==> src/rtl/ubrk_unit.sv <==
module ubrk_unit #(
  parameter int ADDR_W = 16,
  parameter int BANK_W = 2,
  localparam int LOW_W = ADDR_W - BANK_W
) (
  input  logic              clk,
  input  logic              rst_n,
  input  logic [ADDR_W-1:0] rom_addr,
  input  logic [ADDR_W-1:0] cmp_sw,
  input  logic [LOW_W-1:0]  tgt_sw,
  input  logic [BANK_W-1:0] bank_sw,
  input  logic              brk_en,
  input  logic              jmp_mode,
  input  logic              cont,
  output logic              trig,
  output logic              halt_req,
  output logic              jmp_ld,
  output logic [ADDR_W-1:0] jmp_addr
);
  logic [ADDR_W-1:0] cmp_q;
  logic [LOW_W-1:0]  tgt_q;
  logic [BANK_W-1:0] bank_q;
  logic              en_q, mode_q, seen_q;
  logic              eq, hit;

  assign eq  = (rom_addr == cmp_q);
  assign hit = eq & ~seen_q;

  always_ff @(posedge clk) begin
    if (!rst_n) begin
      cmp_q  <= '0;
      tgt_q  <= '0;
      bank_q <= '0;
      en_q   <= 1'b0;
      mode_q <= 1'b0;
      seen_q <= 1'b0;
    end else begin
      cmp_q  <= cmp_sw;
      tgt_q  <= tgt_sw;
      bank_q <= bank_sw;
      en_q   <= brk_en;
      mode_q <= jmp_mode;
      seen_q <= eq;
    end
  end

  always_ff @(posedge clk) begin
    if (!rst_n) begin
      trig     <= 1'b0;
      halt_req <= 1'b0;
      jmp_ld   <= 1'b0;
      jmp_addr <= '0;
    end else begin
      trig   <= hit;
      jmp_ld <= hit & en_q & mode_q;
      if (hit & en_q & ~mode_q) halt_req <= 1'b1;
      else if (cont)            halt_req <= 1'b0;
      if (hit & en_q & mode_q)  jmp_addr <= {bank_q, tgt_q};
    end
  end
endmodule


==> config.mk <==
export PLATFORM = sky130hd
export DESIGN_NAME = ubrk_unit
export DESIGN_NICKNAME = d
export VERILOG_FILES = /design/src/rtl/ubrk_unit.sv
export SDC_FILE = /design/constraint.sdc
export NUM_CORES = 1
export LEC_CHECK = 0
export ABC_CLOCK_PERIOD_IN_PS = 3200
export BUFFER_PORTS_ARGS = -buffer_cell sky130_fd_sc_hd__buf_2
export CAP_MARGIN = 20
export CORE_MARGIN = 4
export CORE_UTILIZATION = 39
export CTS_CLUSTER_DIAMETER = 100
export DETAILED_ROUTE_END_ITERATION = 16
export PLACE_DENSITY = 0.64
export SLEW_MARGIN = 30
export SYNTH_ARGS = -nofsm -noshare
export SYNTH_HDL_FRONTEND = slang
export SYNTH_SLANG_ARGS = --single-unit
==> constraint.sdc <==
create_clock -name clk -period 3.2 [get_ports clk]
set_clock_uncertainty 0.05 [all_clocks]
set_input_delay 0.8 -clock clk [delete_from_list [all_inputs] [get_ports clk]]
set_output_delay 0.8 -clock clk [all_outputs]
set_load 0.01 [all_outputs]
==> flow_summary.yaml, run 1 <==
grt:
  grt.total_usage_pct: 11.73
  global_route_wire_length_before_repair_um: 5506
  grt_max_degree: 36
  global_route.overflow_total: 0
  grt_antenna_before_repair: 0
  number_of_global_route_vias_before_repair: 1226
clock_tree:
  cts_resized: 0
  cts.repair_timing.setup_buffer_count: 0
  clock_tree.root_cell: "clkbuf_8"
  cts.htree.levels: 2
  cts_num_sinks: 54
  cts-hold-fix-buffers: 0
  cts_buffers: 5
  tritoncts: "built"
  max-clock-path-buffers: 2
  clk-insertion-delay-late_ps: 300
  clock_input_transition_at_the_sequential_cells_of_the_worst_setup_and_hold_paths_ps: 90
detailed_routing:
  drc: 0
  drt_pass1_iterations: 4
  antenna_violating_nets_post_route: 0
  detailroute.via_count: 1277
  wirelength_um: 3225
  dr.first_iter.drc_count: 26
  avgViaCountPerCell: 4.285
  wire_per_inst_um: 10.82
final_layout:
  utilization_after_layout_pct: 51.73
  finalNetCount: 299
  n_antenna_cell: 0
  layout-area-overhead-vs-synth_pct: 25.51
  share_of_layout_cells_above_drive_strength_1_pct: 32.52
critical_path:
  setup.reg_to_reg.worst_slack_ps: 1140
  critPathLaunch: "rom_addr[12]"
  cp-start-kind: "input port"
  timing.critical_path.to: "jmp_addr[6]"
  worstRegToRegCells: 5
  timing.rr.end: "jmp_addr[6]"
  path_class: "in -> reg"
  crit_path_end_kind: "flip-flop"
  critical_path_required_ps: 3380
  critical_path_arrival_ps: 2510
  timing.rr.start: "cmp_q[12]"
  path_max_fanout: 16
die:
  placeableCoreArea_um2: 4474
  floorplan.initialDensity_pct: 41.22
  die_height_um: 76.77
  die-area_um2: 5893
  chipWidth_um: 76.77
  floorplan.io_pins: 72
  rows: 24
sta:
  final.setup.tns_ps: 0
  final_hold_viol_count: 0
  final.hold.worst_slack_ps: 383.2
  setup_repair_after_global_routing_missed_its_margin: "no"
  final-setup-viol-count: 0
  finalMaxSlewViolations: 0
  fin_crit_sh_pct: 72.99
  max_clock_freq_mhz: 428.2
  worst_slew_margin_rel_pct: 60.90
  period_needed_ps: 2336
  tightestPinTransition_ps: 585.1
placed_design:
  finalWeightedCongestion: 0.6756
  port_buffers: 71
  place.detailed.hpwl_um: 2419
pwr:
  maximum_vdd_drop_uv: 214.3
  power.leakage_nw: 1.063
  power_per_cell_area_nw_per_um2: 485.8
logic_synthesis:
  synth.avg_cell_area_um2: 10.54
  synthesis.yosys.warnings: 0
  synth.yosys.seq_area_share_pct: 58.62
  synth_area_leaders: "dfxtp_1 59%, and2_1 12%, mux2i_1 8.7%, xor2_1 7.6%, nand2_1 6.5%"
  synthesis.nets: 228
  synth_seq_cells: 54
  synth_cell_types: 17
  synth_cells: 175
  yosysTopAreaCellShare_pct: 58.62
  netlist.top_cell.by_area: "dfxtp_1"
  netlist_area_before_placement_um2: 1844
status:
  run_status: "finished, final reports clean"
job:
  max_cap_viol_count: 0
min_path:
  min_path_cells: 1
  worstHoldPathType: "reg -> reg"
-- worst min path at each step --
stage | end | startpoint
2_1_floorplan | trig | seen_q
3_3_place_gp | trig | seen_q
3_5_place_dp | trig | seen_q
4_1_cts | trig | seen_q
5_1_grt | trig | seen_q
6_report | trig | seen_q
-- worst max-delay path, cell delays in order --
cell	delay [ps]
buf_2	110
xor2_1	130
nor4_1	390
nand4_1	270
nor2_4	550
mux2i_1	250
-- cell usage after synthesis, drive strengths merged --
library cell and n:
a21oi 1, and2 34, buf 1, clkbuf 7
dfxtp 54, inv 2, mux2i 16, nand2 32
nand2b 1, nand3b 1, nand4 1, nor2 3
nor4 4, or2 1, or4b 1, xor2 16
-- sequential cells by signal (all words and copies together), names as in the netlist --
signal and cells:
bank_q 2, cmp_q 16, en_q 1, halt_req 1, jmp_addr 16, jmp_ld 1, mode_q 1, seen_q 1
tgt_q 14, trig 1
-- cell families after synthesis --
family / after synthesis / share of synthesized area [%]
buf+inv: 10 / 2.443
mux: 16 / 8.684
flops: 54 / 58.62
simple gates: 78 / 22.39
xor+xnor: 16 / 7.598
compound gates: 1 / 0.2711
-- where the power goes --
part	internal (W)	switching, W	leakage (nW)
Combinational	0.0000445	0.0000315	0.581
Sequential	0.000694	0.00000734	0.444
Clock	0.000150	0.000197	0.0373
Total	0.000889	0.000236	1.06
-- metal layers --
layer / GRT usage (%) / part of all wire, % / up-vias
li1: - / - / 686
met1: 14.77 / 45 / 536
met2: 17.42 / 44 / 50
met3: 5.504 / 9.5 / 5
met4: 4.348 / 1.2 / 0
met5: 0 / 0 / -
-- per-stage QoR --
step                instance area, um^2  instances   power, W  worst slack (ps)
floorplan                          1844        175  0.0007564              1085
global placement                   2235        291  0.0007943             569.6
detailed placement                 2235        291  0.0007950             534.7
CTS                                2315        298   0.001144             836.1
global route                       2315        298   0.001180             748.9
finish                             2315        298   0.001125             864.4
-- cells in the final DEF (no fill, tap or decap) --
cell and count:
buf_2 71, dfxtp_1 54, and2_1 34, nand2_1 32, xor2_1 16, mux2i_1 16, clkbuf_8 5, nor4_1 4
inv_1 2, nor2_1 2, nand4_1 1, nand3b_1 1, nor2_4 1, or2_2 1, nand2b_1 1, or4b_1 1
a21oi_1 1, clkbuf_1 1, clkinvlp_4 1, buf_4 1
-- layout make-up --
class                           count  area, um^2
Timing Repair Buffer               72       362.8
Clock buffer                        6       72.57
Multi-Input combinational cell    111       718.2
Inverter                            2       7.507
Fill cell                         415        2160
Sequential cell                    54        1081
Clock inverter                      1       7.507
Tap cell                           52       65.06
No activity file was read; power rests on OpenSTA's default activity.
==> inputs of run 2 (changes only) <==
--- a/config.mk
+++ b/config.mk
@@ -5,14 +5,15 @@
 export SDC_FILE = /design/constraint.sdc
 export NUM_CORES = 1
 export LEC_CHECK = 0
-export ABC_CLOCK_PERIOD_IN_PS = 3200
+export ABC_AREA = 1
+export ABC_CLOCK_PERIOD_IN_PS = 2050
 export BUFFER_PORTS_ARGS = -buffer_cell sky130_fd_sc_hd__buf_2
 export CAP_MARGIN = 20
 export CORE_MARGIN = 4
 export CORE_UTILIZATION = 39
 export CTS_CLUSTER_DIAMETER = 100
 export DETAILED_ROUTE_END_ITERATION = 16
-export PLACE_DENSITY = 0.64
+export PLACE_DENSITY = 0.65
 export SLEW_MARGIN = 30
 export SYNTH_ARGS = -nofsm -noshare
 export SYNTH_HDL_FRONTEND = slang
==> constraint.sdc (replaced) <==
create_clock -name clk -period 2.05 [get_ports clk]
set_clock_uncertainty 0.05 [all_clocks]
set_input_delay 0.5125 -clock clk [delete_from_list [all_inputs] [get_ports clk]]
set_output_delay 0.5125 -clock clk [all_outputs]
set_load 0.01 [all_outputs]
==> run 2 against run 1 <==
Critical endpoint is now jmp_addr[12]. Final area grew 12%. Critical path type is now reg -> reg. Synthesized cell count increased by 70%. Via count is 34% higher. Largest cell class unchanged.
==> flow_summary.yaml, run 2 <==
final_layout:
  layout-area-overhead-vs-synth_pct: 25.23
  finalNetCount: 423
  num-fill-cells: 531
  n_antenna_cell: 0
  most-common-layout-cells: "100 x nand2_1, 74 x inv_1, 71 x buf_2"
  share_of_layout_cells_above_drive_strength_1_pct: 22.70
  biggestRegsByFlops: "cmp_q x16, jmp_addr x16, tgt_q x14"
  fin_cells: 440
  final_cell_area_um2: 2584
  most_common_cell_after_layout_fill_and_taps_aside: "nand2_1"
critical_path:
  worstRegToRegCells: 8
  critical_path_arrival_ps: 1640
  setup.reg_to_reg.worst_slack_ps: 570
  path_class: "reg -> reg"
  timing.rr.start: "cmp_q[2]"
  critical_path_required_ps: 2200
  cp-start-kind: "flip-flop"
  crit_path_end_kind: "flip-flop"
  critPathLaunch: "cmp_q[2]"
  path_max_fanout: 33
logic_synthesis:
  yosysTopAreaCellShare_pct: 52.40
  yosys.cell_count.top_type: "nand2_1"
  synthesis.yosys.warnings: 0
  synth_area_leaders: "dfxtp_1 52%, nand2_1 18%, inv_1 13%, nor2_1 9.3%, xor2_1 1.7%"
  synth_cells: 298
  synth_top_flop_cell: "dfxtp_1"
  netlist.top_cell.by_area: "dfxtp_1"
  synth-edff-count: 0
  synth.avg_cell_area_um2: 6.924
  synthesis.nets: 351
  synth.yosys.seq_area_share_pct: 52.40
  netlist_area_before_placement_um2: 2063
  synth_cell_types: 13
  synthTopCellsByCount: "100 x nand2_1, 74 x inv_1, 54 x dfxtp_1, 51 x nor2_1"
  postSynth.asyncResetShare_pct: 0
  synth_seq_cells: 54
pwr:
  power.leakage_nw: 1.689
  maximum_vdd_drop_uv: 400.2
  power_per_cell_area_nw_per_um2: 694.9
die:
  chipWidth_um: 80.74
  floorplan.initialDensity_pct: 40.40
  die-area_um2: 6518
  placeableCoreArea_um2: 5107
  floorplan.io_pins: 72
  rows: 26
  die_height_um: 80.74
placed_design:
  port_buffers: 71
  place.detailed.hpwl_um: 2828
  finalWeightedCongestion: 0.7606
  postPlaceCellArea_um2: 2501
  dp.cells: 433
  place_worst_setup_slack_ps: 248.5
status:
  run_status: "finished, final reports clean"
sta:
  final-setup-viol-count: 0
  fin_crit_sh_pct: 72.43
  final.setup.tns_ps: 0
  final.hold.worst_slack_ps: 339.6
  timing.final.ws_setup_ps: 565.2
  tightestPinTransition_ps: 353.9
  worst_slew_margin_rel_pct: 76.41
  final_hold_viol_count: 0
  setup_repair_after_global_routing_missed_its_margin: "no"
  finalMaxSlewViolations: 0
  max_clock_freq_mhz: 673.5
  period_needed_ps: 1485
grt:
  global_route_wire_length_before_repair_um: 6168
  number_of_global_route_vias_before_repair: 1549
  grt_max_degree: 34
  global_route.overflow_total: 0
  grt.total_usage_pct: 11.99
  grt_antenna_before_repair: 0
detailed_routing:
  wirelength_um: 3718
  antenna_violating_nets_post_route: 0
  avgViaCountPerCell: 3.895
  wire_per_inst_um: 8.450
  drt_pass1_iterations: 4
  dr.first_iter.drc_count: 60
  detailroute.via_count: 1714
  drc: 0
job:
  max_cap_viol_count: 0
clock_tree:
  clk-insertion-delay-late_ps: 290
  cts-hold-fix-buffers: 0
  cts_num_sinks: 54
  clock_tree.root_cell: "clkbuf_8"
  cts_buffers: 5
  cts.repair_timing.setup_buffer_count: 0
  cts_resized: 0
  tritoncts: "built"
  cts.htree.levels: 2
  clock_input_transition_at_the_sequential_cells_of_the_worst_setup_and_hold_paths_ps: 90
  max-clock-path-buffers: 2
min_path:
  min_path_cells: 3
  start_point_of_the_worst_hold_path: "tgt_sw[7]"
  worstHoldPathType: "in -> reg"
[run 2: changes by cell type in the layout (fill, tap and decap cells not counted), sizes merged, moves of 4 or more]
cell and delta:
nor4 -4, nor2 +50, and2 -34, inv +73
xor2 -12, mux2i -16, nand2 +68
[run 2: path summary, 6_finish.rpt]
path                                endpoint
worst min-delay path                tgt_q[7]
worst max register to register  jmp_addr[12]
worst max-delay path            jmp_addr[12]
worst min register to register          trig
[run 2: layout make-up]
cell class                 instances  area [um^2]  area share (%)
clock buffer                       5        68.82           2.663
clock inverter                     2        13.76          0.5327
inverter                          74        277.8           10.75
multi-input combinational        161        651.9           25.23
sequential                        54         1081           41.84
tap                               70        87.58           3.390
timing repair buffer              74        402.9           15.59
[run 2: per-stage QoR]
stage          util, %  total power [W]
2_1_floorplan        -         0.001194
3_3_place_gp     48.97         0.001262
3_5_place_dp     48.97         0.001266
4_1_cts          50.59         0.001832
5_1_grt          50.59         0.001908
6_report         50.59         0.001795
[run 2: routing by layer]
layer  routed length, um  share of wire [%]  vias to the layer above  track usage, %
li1                    -                  -                      963               -
met1                1582                 43                      712           12.69
met2                1850                 50                       35           22.60
met3                 235                6.3                        4           3.437
met4                  51                1.4                        0           4.054
met5                   0                  0                        -               0
[run 2: kinds of logic (layout without fill, tap and decap cells)]
family | Yosys count | after routing | share of synthesized area [%]
buffers and inverters | 83 | 155 | 16.01
AND/OR/NAND/NOR | 156 | 156 | 29.65
XOR/XNOR | 4 | 4 | 1.698
AO/OA/AOI/OAI | 1 | 1 | 0.2423
flip-flops | 54 | 54 | 52.40
[run 2: worst max-delay path: stages, from the launching register on]
cell and delay (ps):
dfxtp_1 310, xor2_1 150, nor2_1 170, nand2_1 80
nor2_2 170, nand4_4 110, buf_12 180, nor2_1 110
nor2_1 50
[run 2: where the power goes]
group / internal (W) / switching [W] / leakage (nW)
clock: 0.000236 / 0.000320 / 0.0444
combinational: 0.0000701 / 0.0000724 / 1.20
sequential: 0.00108 / 0.0000122 / 0.444
total: 0.00139 / 0.000405 / 1.69
